### src/rtl/dsc_pkg.sv
package dsc_pkg;

   typedef enum logic [1:0] {
      PH_AZ    = 2'd0,
      PH_INT   = 2'd1,
      PH_DEINT = 2'd2,
      PH_ZERO  = 2'd3
   } phase_t;

   // number of decimal digits needed to show a non-negative value
   function automatic int dec_digits(input int val);
      int n;
      int v;
      n = 1;
      v = val;
      while (v >= 10) begin
         v = v / 10;
         n++;
      end
      return n;
   endfunction

endpackage

### src/rtl/dsc_seq.sv
module dsc_seq
   import dsc_pkg::*;
#(
   parameter int CYCLE_CLKS    = 40002,
   parameter int INT_CLKS      = 10000,
   parameter int ZERO_CLKS     = 150,
   parameter int OVR_ZERO_CLKS = 6200
) (
   input  logic   clk,
   input  logic   rst_n,
   input  logic   run_hold,
   input  logic   deint_done,
   input  logic   deint_ovr,
   output phase_t phase,
   output logic   ev_int_start,
   output logic   ev_deint_start,
   output logic   ev_zero_end
);

   localparam int CYC_W = $clog2(CYCLE_CLKS);
   localparam int ZC_W  = $clog2(OVR_ZERO_CLKS + 1);
   localparam logic [CYC_W-1:0] CYC_LAST = CYC_W'(CYCLE_CLKS - 1);
   localparam logic [CYC_W-1:0] INT_LAST = CYC_W'(INT_CLKS - 1);

   logic [CYC_W-1:0] cyc;
   logic [ZC_W-1:0]  zcnt;
   logic [ZC_W-1:0]  zlast;
   logic             long_zero;

   assign zlast = long_zero ? ZC_W'(OVR_ZERO_CLKS - 1) : ZC_W'(ZERO_CLKS - 1);

   assign ev_int_start   = (phase == PH_AZ)   && (cyc == CYC_LAST) && run_hold;
   assign ev_deint_start = (phase == PH_INT)  && (cyc == INT_LAST);
   assign ev_zero_end    = (phase == PH_ZERO) && (zcnt == zlast);

   always_ff @(posedge clk) begin
      if (!rst_n) begin
         phase     <= PH_AZ;
         cyc       <= CYC_LAST;
         zcnt      <= '0;
         long_zero <= 1'b0;
      end else begin
         // cycle position; parks at the last position while holding
         if (phase == PH_AZ && cyc == CYC_LAST) begin
            if (run_hold) begin
               phase <= PH_INT;
               cyc   <= '0;
            end
         end else begin
            cyc <= cyc + 1'b1;
         end
         case (phase)
            PH_INT: begin
               if (ev_deint_start) phase <= PH_DEINT;
            end
            PH_DEINT: begin
               if (deint_done) begin
                  phase     <= PH_ZERO;
                  zcnt      <= '0;
                  long_zero <= deint_ovr;
               end
            end
            PH_ZERO: begin
               zcnt <= zcnt + 1'b1;
               if (ev_zero_end) phase <= PH_AZ;
            end
            default: ;
         endcase
      end
   end

endmodule

### src/rtl/dsc_deint_cnt.sv
module dsc_deint_cnt #(
   parameter int FS_COUNTS = 20000,
   parameter int CNT_W     = $clog2(FS_COUNTS + 2)
) (
   input  logic             clk,
   input  logic             rst_n,
   input  logic             cmp_i,
   input  logic             start,
   input  logic             active,
   output logic             pol,
   output logic [CNT_W-1:0] cnt,
   output logic             done,
   output logic             ovr
);

   localparam logic [CNT_W-1:0] CNT_FS = CNT_W'(FS_COUNTS);

   logic cmp_q;
   logic first;
   logic crossed;

   assign crossed = (cmp_q != pol);
   assign done    = active && !first && (crossed || cnt == CNT_FS);
   assign ovr     = active && !first && !crossed && (cnt == CNT_FS);

   always_ff @(posedge clk) begin
      if (!rst_n) begin
         cmp_q <= 1'b0;
         first <= 1'b1;
         cnt   <= '0;
         pol   <= 1'b0;
      end else begin
         cmp_q <= cmp_i;
         if (start) begin
            pol   <= cmp_i;
            cnt   <= '0;
            first <= 1'b1;
         end else if (active) begin
            if (first)         first <= 1'b0;
            else if (!crossed) cnt   <= cnt + 1'b1;
         end
      end
   end

endmodule

### src/rtl/dsc_flags.sv
module dsc_flags #(
   parameter int CNT_W        = 15,
   parameter int UNDER_COUNTS = 1800
) (
   input  logic             clk,
   input  logic             rst_n,
   input  logic             ev_int_start,
   input  logic             ev_deint_start,
   input  logic             deint_done,
   input  logic             deint_ovr,
   input  logic             ev_zero_end,
   input  logic [CNT_W-1:0] cnt,
   input  logic             pol,
   output logic             busy,
   output logic             over,
   output logic             under,
   output logic             valid,
   output logic             res_neg,
   output logic [CNT_W-1:0] res_cnt
);

   localparam logic [CNT_W-1:0] UNDER_LIM = CNT_W'(UNDER_COUNTS);

   logic pend;
   logic finish;

   assign finish = (deint_done && !deint_ovr) || (ev_zero_end && pend);

   always_ff @(posedge clk) begin
      if (!rst_n) begin
         busy    <= 1'b0;
         over    <= 1'b0;
         under   <= 1'b0;
         valid   <= 1'b0;
         res_neg <= 1'b0;
         res_cnt <= '0;
         pend    <= 1'b0;
      end else begin
         valid <= finish;
         if (ev_int_start) busy <= 1'b1;
         else if (finish)  busy <= 1'b0;
         if (deint_done && deint_ovr) pend <= 1'b1;
         else if (ev_zero_end)        pend <= 1'b0;
         if (finish) begin
            res_cnt <= cnt;
            res_neg <= !pol;
            over    <= pend;
            under   <= !pend && (cnt <= UNDER_LIM);
         end else begin
            if (ev_deint_start) over  <= 1'b0;
            if (ev_int_start)   under <= 1'b0;
         end
      end
   end

endmodule

### src/rtl/dsc_bin2bcd.sv
module dsc_bin2bcd #(
   parameter int BIN_W  = 15,
   parameter int DIGITS = 5
) (
   input  logic [BIN_W-1:0]    bin,
   output logic [4*DIGITS-1:0] bcd
);

   logic [4*DIGITS-1:0] acc;

   // shift-and-add-three, most significant bit first
   always_comb begin
      acc = '0;
      for (int i = BIN_W - 1; i >= 0; i--) begin
         for (int d = 0; d < DIGITS; d++) begin
            if (acc[4*d +: 4] >= 4'd5) acc[4*d +: 4] = acc[4*d +: 4] + 4'd3;
         end
         acc = {acc[4*DIGITS-2:0], bin[i]};
      end
   end

   assign bcd = acc;

endmodule

### src/rtl/dual_slope_seq.sv
module dual_slope_seq
   import dsc_pkg::*;
#(
   parameter int INT_CLKS      = 10000,
   parameter int FS_COUNTS     = 20000,
   parameter int CYCLE_CLKS    = 40002,
   parameter int ZERO_CLKS     = 150,
   parameter int OVR_ZERO_CLKS = 6200,
   parameter int UNDER_COUNTS  = 1800
) (
   input  logic clk,
   input  logic rst_n,
   input  logic run_hold_i,
   input  logic cmp_i,
   output logic [3:0] sw_o,
   output logic busy_o,
   output logic pol_o,
   output logic over_o,
   output logic under_o,
   output logic valid_o,
   output logic res_neg_o,
   output logic [4*dsc_pkg::dec_digits(FS_COUNTS + 1)-1:0] res_bcd_o
);

   localparam int CNT_W  = $clog2(FS_COUNTS + 2);
   localparam int DIGITS = dec_digits(FS_COUNTS + 1);

   // elaboration-time parameter checks
   if (INT_CLKS < 2) begin : g_chk_int
      $error("INT_CLKS must be at least 2");
   end
   if (ZERO_CLKS < 1 || OVR_ZERO_CLKS < ZERO_CLKS) begin : g_chk_zero
      $error("zeroing lengths must satisfy 1 <= ZERO_CLKS <= OVR_ZERO_CLKS");
   end
   if (CYCLE_CLKS < INT_CLKS + FS_COUNTS + OVR_ZERO_CLKS + 3) begin : g_chk_cycle
      $error("CYCLE_CLKS leaves no auto-zero time");
   end
   if (UNDER_COUNTS >= FS_COUNTS) begin : g_chk_under
      $error("UNDER_COUNTS must be below FS_COUNTS");
   end

   phase_t           phase;
   logic             ev_int_start;
   logic             ev_deint_start;
   logic             ev_zero_end;
   logic             deint_done;
   logic             deint_ovr;
   logic [CNT_W-1:0] cnt;
   logic [CNT_W-1:0] res_cnt;

   dsc_seq #(
      .CYCLE_CLKS   (CYCLE_CLKS),
      .INT_CLKS     (INT_CLKS),
      .ZERO_CLKS    (ZERO_CLKS),
      .OVR_ZERO_CLKS(OVR_ZERO_CLKS)
   ) u_seq (
      .clk           (clk),
      .rst_n         (rst_n),
      .run_hold      (run_hold_i),
      .deint_done    (deint_done),
      .deint_ovr     (deint_ovr),
      .phase         (phase),
      .ev_int_start  (ev_int_start),
      .ev_deint_start(ev_deint_start),
      .ev_zero_end   (ev_zero_end)
   );

   dsc_deint_cnt #(
      .FS_COUNTS(FS_COUNTS),
      .CNT_W    (CNT_W)
   ) u_cnt (
      .clk   (clk),
      .rst_n (rst_n),
      .cmp_i (cmp_i),
      .start (ev_deint_start),
      .active(phase == PH_DEINT),
      .pol   (pol_o),
      .cnt   (cnt),
      .done  (deint_done),
      .ovr   (deint_ovr)
   );

   dsc_flags #(
      .CNT_W       (CNT_W),
      .UNDER_COUNTS(UNDER_COUNTS)
   ) u_flags (
      .clk           (clk),
      .rst_n         (rst_n),
      .ev_int_start  (ev_int_start),
      .ev_deint_start(ev_deint_start),
      .deint_done    (deint_done),
      .deint_ovr     (deint_ovr),
      .ev_zero_end   (ev_zero_end),
      .cnt           (cnt),
      .pol           (pol_o),
      .busy          (busy_o),
      .over          (over_o),
      .under         (under_o),
      .valid         (valid_o),
      .res_neg       (res_neg_o),
      .res_cnt       (res_cnt)
   );

   dsc_bin2bcd #(
      .BIN_W (CNT_W),
      .DIGITS(DIGITS)
   ) u_bcd (
      .bin(res_cnt),
      .bcd(res_bcd_o)
   );

   // one switch control per phase code
   for (genvar g = 0; g < 4; g++) begin : g_sw
      localparam logic [1:0] CODE = 2'(g);
      assign sw_o[g] = (phase == phase_t'(CODE));
   end

endmodule

### config.mk
export PLATFORM = sky130hd
export DESIGN_NAME = dual_slope_seq
export DESIGN_NICKNAME = d
export VERILOG_FILES = /design/src/rtl/dsc_pkg.sv /design/src/rtl/dsc_seq.sv /design/src/rtl/dsc_deint_cnt.sv /design/src/rtl/dsc_flags.sv /design/src/rtl/dsc_bin2bcd.sv /design/src/rtl/dual_slope_seq.sv
export SDC_FILE = /design/constraint.sdc
export NUM_CORES = 1
export LEC_CHECK = 0
export BUFFER_PORTS_ARGS = -buffer_cell sky130_fd_sc_hd__buf_4
export CAP_MARGIN = 20
export CORE_ASPECT_RATIO = 0.6
export CORE_MARGIN = 3
export CORE_UTILIZATION = 35
export CTS_BUF_LIST = sky130_fd_sc_hd__clkbuf_16
export CTS_CLUSTER_SIZE = 25
export DETAILED_ROUTE_END_ITERATION = 12
export PLACE_DENSITY = 0.55
export SLEW_MARGIN = 20
export SYNTH_ARGS = -nofsm -noshare
export SYNTH_HDL_FRONTEND = slang
export SYNTH_SLANG_ARGS = --single-unit
### constraint.sdc
create_clock -name clk -period 13 [get_ports clk]
set_input_delay 1.95 -clock clk [delete_from_list [all_inputs] [get_ports clk]]
set_output_delay 1.95 -clock clk [all_outputs]
set_load 0.03 [all_outputs]
# Word level (Yosys, flattened, before mapping)
# Index checks and enable logic that the tools add are counted.
# W data, S select, Z words.
[totals] output_inout_bits=30 input_bits=4 regBits=71 wordCells=169
[classes] eq_ne=10 reduce_logical=28 n_mux=49 bitwise=3 order_cmp=31 addsub=33
[ops] op="$mux W4" count=30
[ops] op="$add A4 B2 Y4 const B" count=26
[ops] op="$ge A4 B3 Y1 const B" count=26
[ops] op="$mux W16" count=2
[ops] op="$mux W13" count=2
[ops] op="$pmux W13 S2" count=1
[ops] op="$add A16 B1 Y16 const B" count=1
[ops] op="$add A3 B2 Y4 const B" count=4
[ops] op="$eq A16 B14 Y1 const B" count=1
[ops] op="$eq A16 B16 Y1 const B" count=1
[ops] op="$add A15 B1 Y15 const B" count=1
[ops] op="$eq A15 B15 Y1 const B" count=1
[ops] op="$le A15 B11 Y1 const B" count=1
[ops] op="$add A13 B1 Y13 const B" count=1
[ops] op="$eq A13 B13 Y1" count=1
[ops] op="$ge A3 B3 Y1 const B" count=4
[ops] op="$logic_and A1 B1 Y1" count=12
[ops] op="$mux W2" count=5
[ops] op="$mux W1" count=8
[ops] op="$reduce_bool A2 Y1" count=4
[ops] op="$pmux W2 S3" count=1
[ops] op="$logic_not A1 Y1" count=5
[ops] op="$eq A2 B2 Y1 const B" count=2
[ops] op="$reduce_and A2 Y1" count=2
[ops] op="other kinds (9)" count=12

# Longest topological paths before layout
[logic_depth] word_depth=24 ltp_mapped=51 mapped_depth_nobuf=50

# Cells and area by module
# A second synthesis with hierarchy kept.
[hier_totals] hier_cells=1120 hier_area_um2=8491.9
[modules_own_cells] module="dsc_bin2bcd" instances=1 seq_area_each_um2=0.0 cells_per_inst=724 area_per_inst_um2=4904.7
[modules_own_cells] module="dsc_seq" instances=1 seq_area_each_um2=640.6 cells_per_inst=191 area_per_inst_um2=1680.4
[modules_own_cells] module="dsc_flags" instances=1 seq_area_each_um2=420.4 cells_per_inst=96 area_per_inst_um2=992.2
[modules_own_cells] module="dsc_deint_cnt" instances=1 seq_area_each_um2=360.3 cells_per_inst=105 area_per_inst_um2=888.4
[modules_own_cells] module="dual_slope_seq" instances=1 seq_area_each_um2=0.0 cells_per_inst=4 area_per_inst_um2=26.3

# Worst setup path before layout
# OpenSTA, ideal clock, no wires.
[synth_path] kind="reg2out" from="register u_flags.res_cnt[13]" to="output port res_bcd_o[7] (netlist name)" stages_incl_launch_ff=48 required_time_ps=11050 t_arrival_ps=9918 n_path_buf=1 slack_ps=1132 cell_sequence="dfxtp_1 > buf_6 > inv_1 > ha_1 > o21ai_1 > xnor2_2 > ha_1 > or2b_1 > a32oi_4 > xnor2_1 > inv_1 > ha_1 > nand2b_1 > nand4_1 > nand2_1 > ha_1 > or4b_1 > and2_1 > [12 not listed] > a211oi_2 > o22ai_1 > ha_1 > or3_1 > o211ai_1 > o211ai_1 > nand2_1 > ha_1 > nand2b_1 > a22oi_1 > a221oi_4 > o21ai_1 > o211ai_2 > inv_2 > ha_1 > nor2_1 > nand2_1 > o311ai_0"
[synth_between] elab_chain_cells=24 word_cells_on_any_way=60 cone_classes="20 x add/sub; 20 x order compare; 20 x mux"
[synth_lines] item="from (decl)" line="dsc_flags.sv:19" source="output logic [CNT_W-1:0] res_cnt"
[synth_lines] item="from (signal assigned)" line="dsc_flags.sv:45" source="res_cnt <= cnt;"
[synth_lines] item="$add A3 B2 Y4 / $ge A3 B3 Y1 (equally long branches)" line="dsc_bin2bcd.sv:16" source="if (acc[4*d +: 4] >= 4'd5) acc[4*d +: 4] = acc[4*d +: 4] + 4'd3;"
[synth_lines] item="$mux W4 (*)" line="dsc_bin2bcd.sv:16"
[synth_lines] item="$add A4 B2 Y4 / $ge A4 B3 Y1 (equally long branches)" line="dsc_bin2bcd.sv:16"
[synth_lines] item="$mux W4" line="dsc_bin2bcd.sv:16"
[synth_lines] item="$ge A4 B3 Y1 / $add A4 B2 Y4 (equally long branches)" line="dsc_bin2bcd.sv:16"
[synth_lines] item="$mux W4" line="dsc_bin2bcd.sv:16"
[synth_lines] item="$add A4 B2 Y4, or another cell as far along" line="dsc_bin2bcd.sv:16"
[synth_lines] item="$mux W4" line="dsc_bin2bcd.sv:16"
[synth_lines] item="[8 not listed]"
[synth_lines] item="$add A4 B2 Y4 / $ge A4 B3 Y1 (equally long branches)" line="dsc_bin2bcd.sv:16"
[synth_lines] item="$mux W4" line="dsc_bin2bcd.sv:16"
[synth_lines] item="$add A4 B2 Y4 / $ge A4 B3 Y1 (equally long branches)" line="dsc_bin2bcd.sv:16"
[synth_lines] item="$mux W4" line="dsc_bin2bcd.sv:16"
[synth_lines] item="$add A4 B2 Y4 / $ge A4 B3 Y1 (equally long branches)" line="dsc_bin2bcd.sv:16"
[synth_lines] item="$mux W4" line="dsc_bin2bcd.sv:16"
[synth_lines] item="$add A4 B2 Y4 / $ge A4 B3 Y1 (equally long branches)" line="dsc_bin2bcd.sv:16"
[synth_lines] item="$mux W4 (*)" line="dsc_bin2bcd.sv:16"
[synth_lines] item="to (decl)" line="dual_slope_seq.sv:22" source="output logic [4*dsc_pkg::dec_digits(FS_COUNTS + 1)-1:0] res_bcd_o"
# Every way passes the cells marked *; elsewhere a longest branch is shown, timed or not.

# Worst setup path in the final report
[layout_path] from="register u_flags.res_cnt[13]" to="output port res_bcd_o[6] (netlist name)"
[layout_between] elab_chain_cells=24 word_cells_on_any_way=60 cone_classes="20 x add/sub; 20 x order compare; 20 x mux"
[layout_lines] item="$add A3 B2 Y4 / $ge A3 B3 Y1 (equally long branches)" line="dsc_bin2bcd.sv:16"
[layout_lines] item="$mux W4 (*)" line="dsc_bin2bcd.sv:16"
[layout_lines] item="$add A4 B2 Y4 / $ge A4 B3 Y1 (equally long branches)" line="dsc_bin2bcd.sv:16"
[layout_lines] item="$mux W4" line="dsc_bin2bcd.sv:16"
[layout_lines] item="$ge A4 B3 Y1 / $add A4 B2 Y4 (equally long branches)" line="dsc_bin2bcd.sv:16"
[layout_lines] item="$mux W4" line="dsc_bin2bcd.sv:16"
[layout_lines] item="$add A4 B2 Y4, or another cell as far along" line="dsc_bin2bcd.sv:16"
[layout_lines] item="$mux W4" line="dsc_bin2bcd.sv:16"
[layout_lines] item="[8 not listed]"
[layout_lines] item="$ge A4 B3 Y1 / $add A4 B2 Y4 (equally long branches)" line="dsc_bin2bcd.sv:16"
[layout_lines] item="$mux W4" line="dsc_bin2bcd.sv:16"
[layout_lines] item="$add A4 B2 Y4 / $ge A4 B3 Y1 (equally long branches)" line="dsc_bin2bcd.sv:16"
[layout_lines] item="$mux W4" line="dsc_bin2bcd.sv:16"
[layout_lines] item="$add A4 B2 Y4 / $ge A4 B3 Y1 (equally long branches)" line="dsc_bin2bcd.sv:16"
[layout_lines] item="$mux W4" line="dsc_bin2bcd.sv:16"
[layout_lines] item="$add A4 B2 Y4 / $ge A4 B3 Y1 (equally long branches)" line="dsc_bin2bcd.sv:16"
[layout_lines] item="$mux W4 (*)" line="dsc_bin2bcd.sv:16"
# Marks and branches as above.

==> impl_metrics.py <==
metrics = {
    "status": {
        "outcome": "finished, final reports clean",
    },
    "yosys": {
        "syn-mean-instance-area_um2": 7.46,
        "synth_fp_nets": 1078,
        "synth_flop_cell": "dfxtp_1",
        "synth_edf_count": 0,
        "yosys.area.top_type": "dfxtp_1",
        "ys_types": 120,
        "synth_cells": 1046,
        "synth.area.top_cells": "dfxtp_1 (18%), nor2_1 (5.1%), ha_1 (4.5%)",
        "synth_top_cell_area_share_pct": 18.2,
        "synth_area_um2": 7810,
        "synth-seq-area-share_pct": 18.2,
        "ys_seq_elements": 71,
        "async_flop_share_pct": 0,
        "yosys_warnings": 0,
    },
    "clocking": {
        "clk_latency_ns": 0.33,
        "path_clk_slew_ns": 0.06,
        "htreeDepth": 3,
        "hold_buffers": 0,
        "clockRootBuffer": "clkbuf_16",
        "cts_buffer_depth": 2,
        "cts_sinks": 71,
        "cts_tree": "yes",
        "cts_buffers": 9,
    },
    "sta": {
        "holdWs_ns": 0.466,
        "fmaxAchievable_mhz": 81.3,
        "fin_crit_ns": 12.30,
        "hold_viol_final": 0,
        "fin_crit_sh_pct": 94.7,
        "fin_skew_ns": 0.00595,
        "relSlewSlack_pct": 37.9,
        "tns_ns": 0,
        "setup_viol": 0,
        "tightest_slew_ns": 0.932,
        "drv_slew": 0,
    },
    "setup_path": {
        "cp.arrival_ns": 10.35,
        "cp.required_ns": 11.05,
        "critPathBufInv": 8,
        "cpMaxStageDelayCell": "or4b_1",
        "slowest_delay_ns": 0.54,
        "path_delay_family": "simple AND/OR/NAND/NOR gates",
        "worstSetupEndpointType": "output port",
        "critPathKind": "reg -> out",
        "crit_top_cell": "ha_1",
        "start_kind": "flop",
        "regToRegStartpoint": "u_seq.phase[1]",
        "cp_max_fo": 10,
        "crit_path_start": "u_flags.res_cnt[13]",
    },
    "floorplanning": {
        "ios": 34,
        "die-area_um2": 24200,
        "core_area_um2": 21400,
        "fp.dieH_um": 122,
        "rows": 41,
        "initial_utilization_pct": 36.4,
        "fp.dieW_um": 199,
    },
    "pwr": {
        "switching_power_uw": 154,
        "intPower_uw": 414,
        "p_per_area_nw_per_um2": 65.2,
        "netSwitchingFraction_pct": 27.1,
        "combPwrFrac_pct": 13.8,
        "power.total_uw": 568,
        "p_seq_share_pct": 44.5,
        "pwr-share-clk_pct": 41.8,
        "total_leakage_power_uw": 0.00341,
        "max-vdd-ir-drop_mv": 0.0751,
    },
    "routing": {
        "postRouteAntennaNets": 0,
        "vias": 7738,
        "routed_wirelength_mm": 19.5,
        "drt-vias-per-instance": 5.75,
        "first_iter_violations": 642,
        "drc": 0,
        "routedWlPerCell_um": 14.5,
        "drt_first_pass_iters": 5,
    },
    "layout": {
        "final_common_cell": "nor2_1",
        "syn_to_final_growth_pct": 11.5,
        "drive_above_1_share_pct": 15.9,
        "fillCellCount": 2222,
        "final_cell_mix": "nor2_1 (107), nand2_1 (91), dfxtp_1 (69)",
        "final_nets": 1094,
        "fin_util_pct": 40.6,
        "antenna_cells": 0,
        "design_area_um2": 8700,
    },
    "grt": {
        "grt_pass1_vias": 6552,
        "grtUsageTotal_pct": 15.9,
        "grt_start_max_net_pins": 38,
        "grt_pass1_wl_mm": 33.1,
        "grt_antenna_before_repair": 0,
        "grt_overflow": 0,
    },
    "worst_hold_path": {
        "min_from": "u_flags.busy",
        "hp-class": "reg -> reg",
    },
    "placement": {
        "dp_hpwl_mm": 14.6,
        "place.gp.congestion": 0.879,
        "post_dp_cell_area_um2": 8250,
        "port_buffers": 32,
    },
    "job": {
        "drv_cap": 0,
    },
}
==> state kept, by name, summed over array words and instances (netlist names), 2 cells and up <==
name / cells
u_seq.phase: 2
u_flags.res_cnt: 15
u_seq.zcnt: 13
u_cnt.cnt: 15
u_seq.cyc: 16
==> power groups by stage <==
stage / sequential [uW] / combinational (uW) / clock, uW
2_1_floorplan: 255 / 57.9 / 0
3_3_place_gp: 257 / 77.6 / 0
3_5_place_dp: 257 / 78.5 / 0
4_1_cts: 252 / 78.7 / 245
5_1_grt: 255 / 88.9 / 256
6_report: 252 / 78.2 / 237
==> logic make-up (layout without fill, tap and decap cells) <==
logic type               after synthesis  in the layout  share of synthesized area (%)
other                                  1              1                         0.0480
AND/OR/NAND/NOR                      413            413                           27.0
adder cells (fa/ha/maj)               28             28                           4.49
XOR/XNOR                              37             37                           5.15
AO/OA/AOI/OAI                        348            348                           34.0
flip-flops                            71             71                           18.2
buffers and inverters                109            130                           5.77
multiplexers                          39             39                           5.31
==> worst register-to-register path: cells and delay by family, from the launching register on <==
family | cells | cell delay (ns)
and+or+nand+nor | 7 | 2.19
DFF | 1 | 0.44
AOI/OAI and AO/OA | 1 | 0.14
==> final cells by class <==
type                            count  area, um2  share of cell area [%]
Clock buffer                        9        225                    2.59
Clock inverter                      7       63.8                   0.733
Inverter                           60        225                    2.59
Multi-Input combinational cell    866       6010                    69.0
Sequential cell                    71       1430                    16.4
Tap cell                          279        349                    4.01
Timing Repair Buffer               54        405                    4.66
==> cells in the mapped netlist (15+ instances only) <==
master	number
a31oi_1	20
nand4_1	24
nand3_1	43
nor3_1	28
nor2_1	107
o211ai_1	21
nand2b_1	16
nand2_1	91
xor2_1	15
inv_1	50
clkbuf_1	32
mux2i_1	31
dfxtp_1	71
a21oi_1	69
o21ai_0	52
ha_1	28
==> final timing paths <==
path / endpoint / slack (ns) / cells after the start
max reg2reg: u_cnt.cnt[9] / 10.16 / 8
min reg2reg: u_flags.busy / 0.47 / 2
min: u_flags.busy / 0.47 / 2
max: res_bcd_o[6] / 0.70 / 50
==> what timing repair did <==
item	in CTS	in global routing
setup endpoints to repair	4	13
setup buffers	1	11
gates resized for setup	1	17
pin swaps	1	7
cloned	0	0
==> metrics by stage <==
stage | cells | setup WS (ns)
global placement | 1318 | 0.646
floorplan | 1046 | 1.13
CTS | 1335 | 0.140
detailed placement | 1318 | 0.299
global route | 1346 | -0.0477
finish | 1346 | 0.695
==> metal layers <==
layer | part of all wire [%] | global-route usage (%) | vias to the layer above | routed length (um)
met3 | 4.3 | 2.40 | 7 | 844
met1 | 59 | 27.5 | 3568 | 11400
met4 | 0.21 | 1.80 | 0 | 40
met5 | 0 | 0 | - | 0
met2 | 37 | 20.0 | 178 | 7180
li1 | - | - | 3985 | -
(Power assumes the default switching activity.)
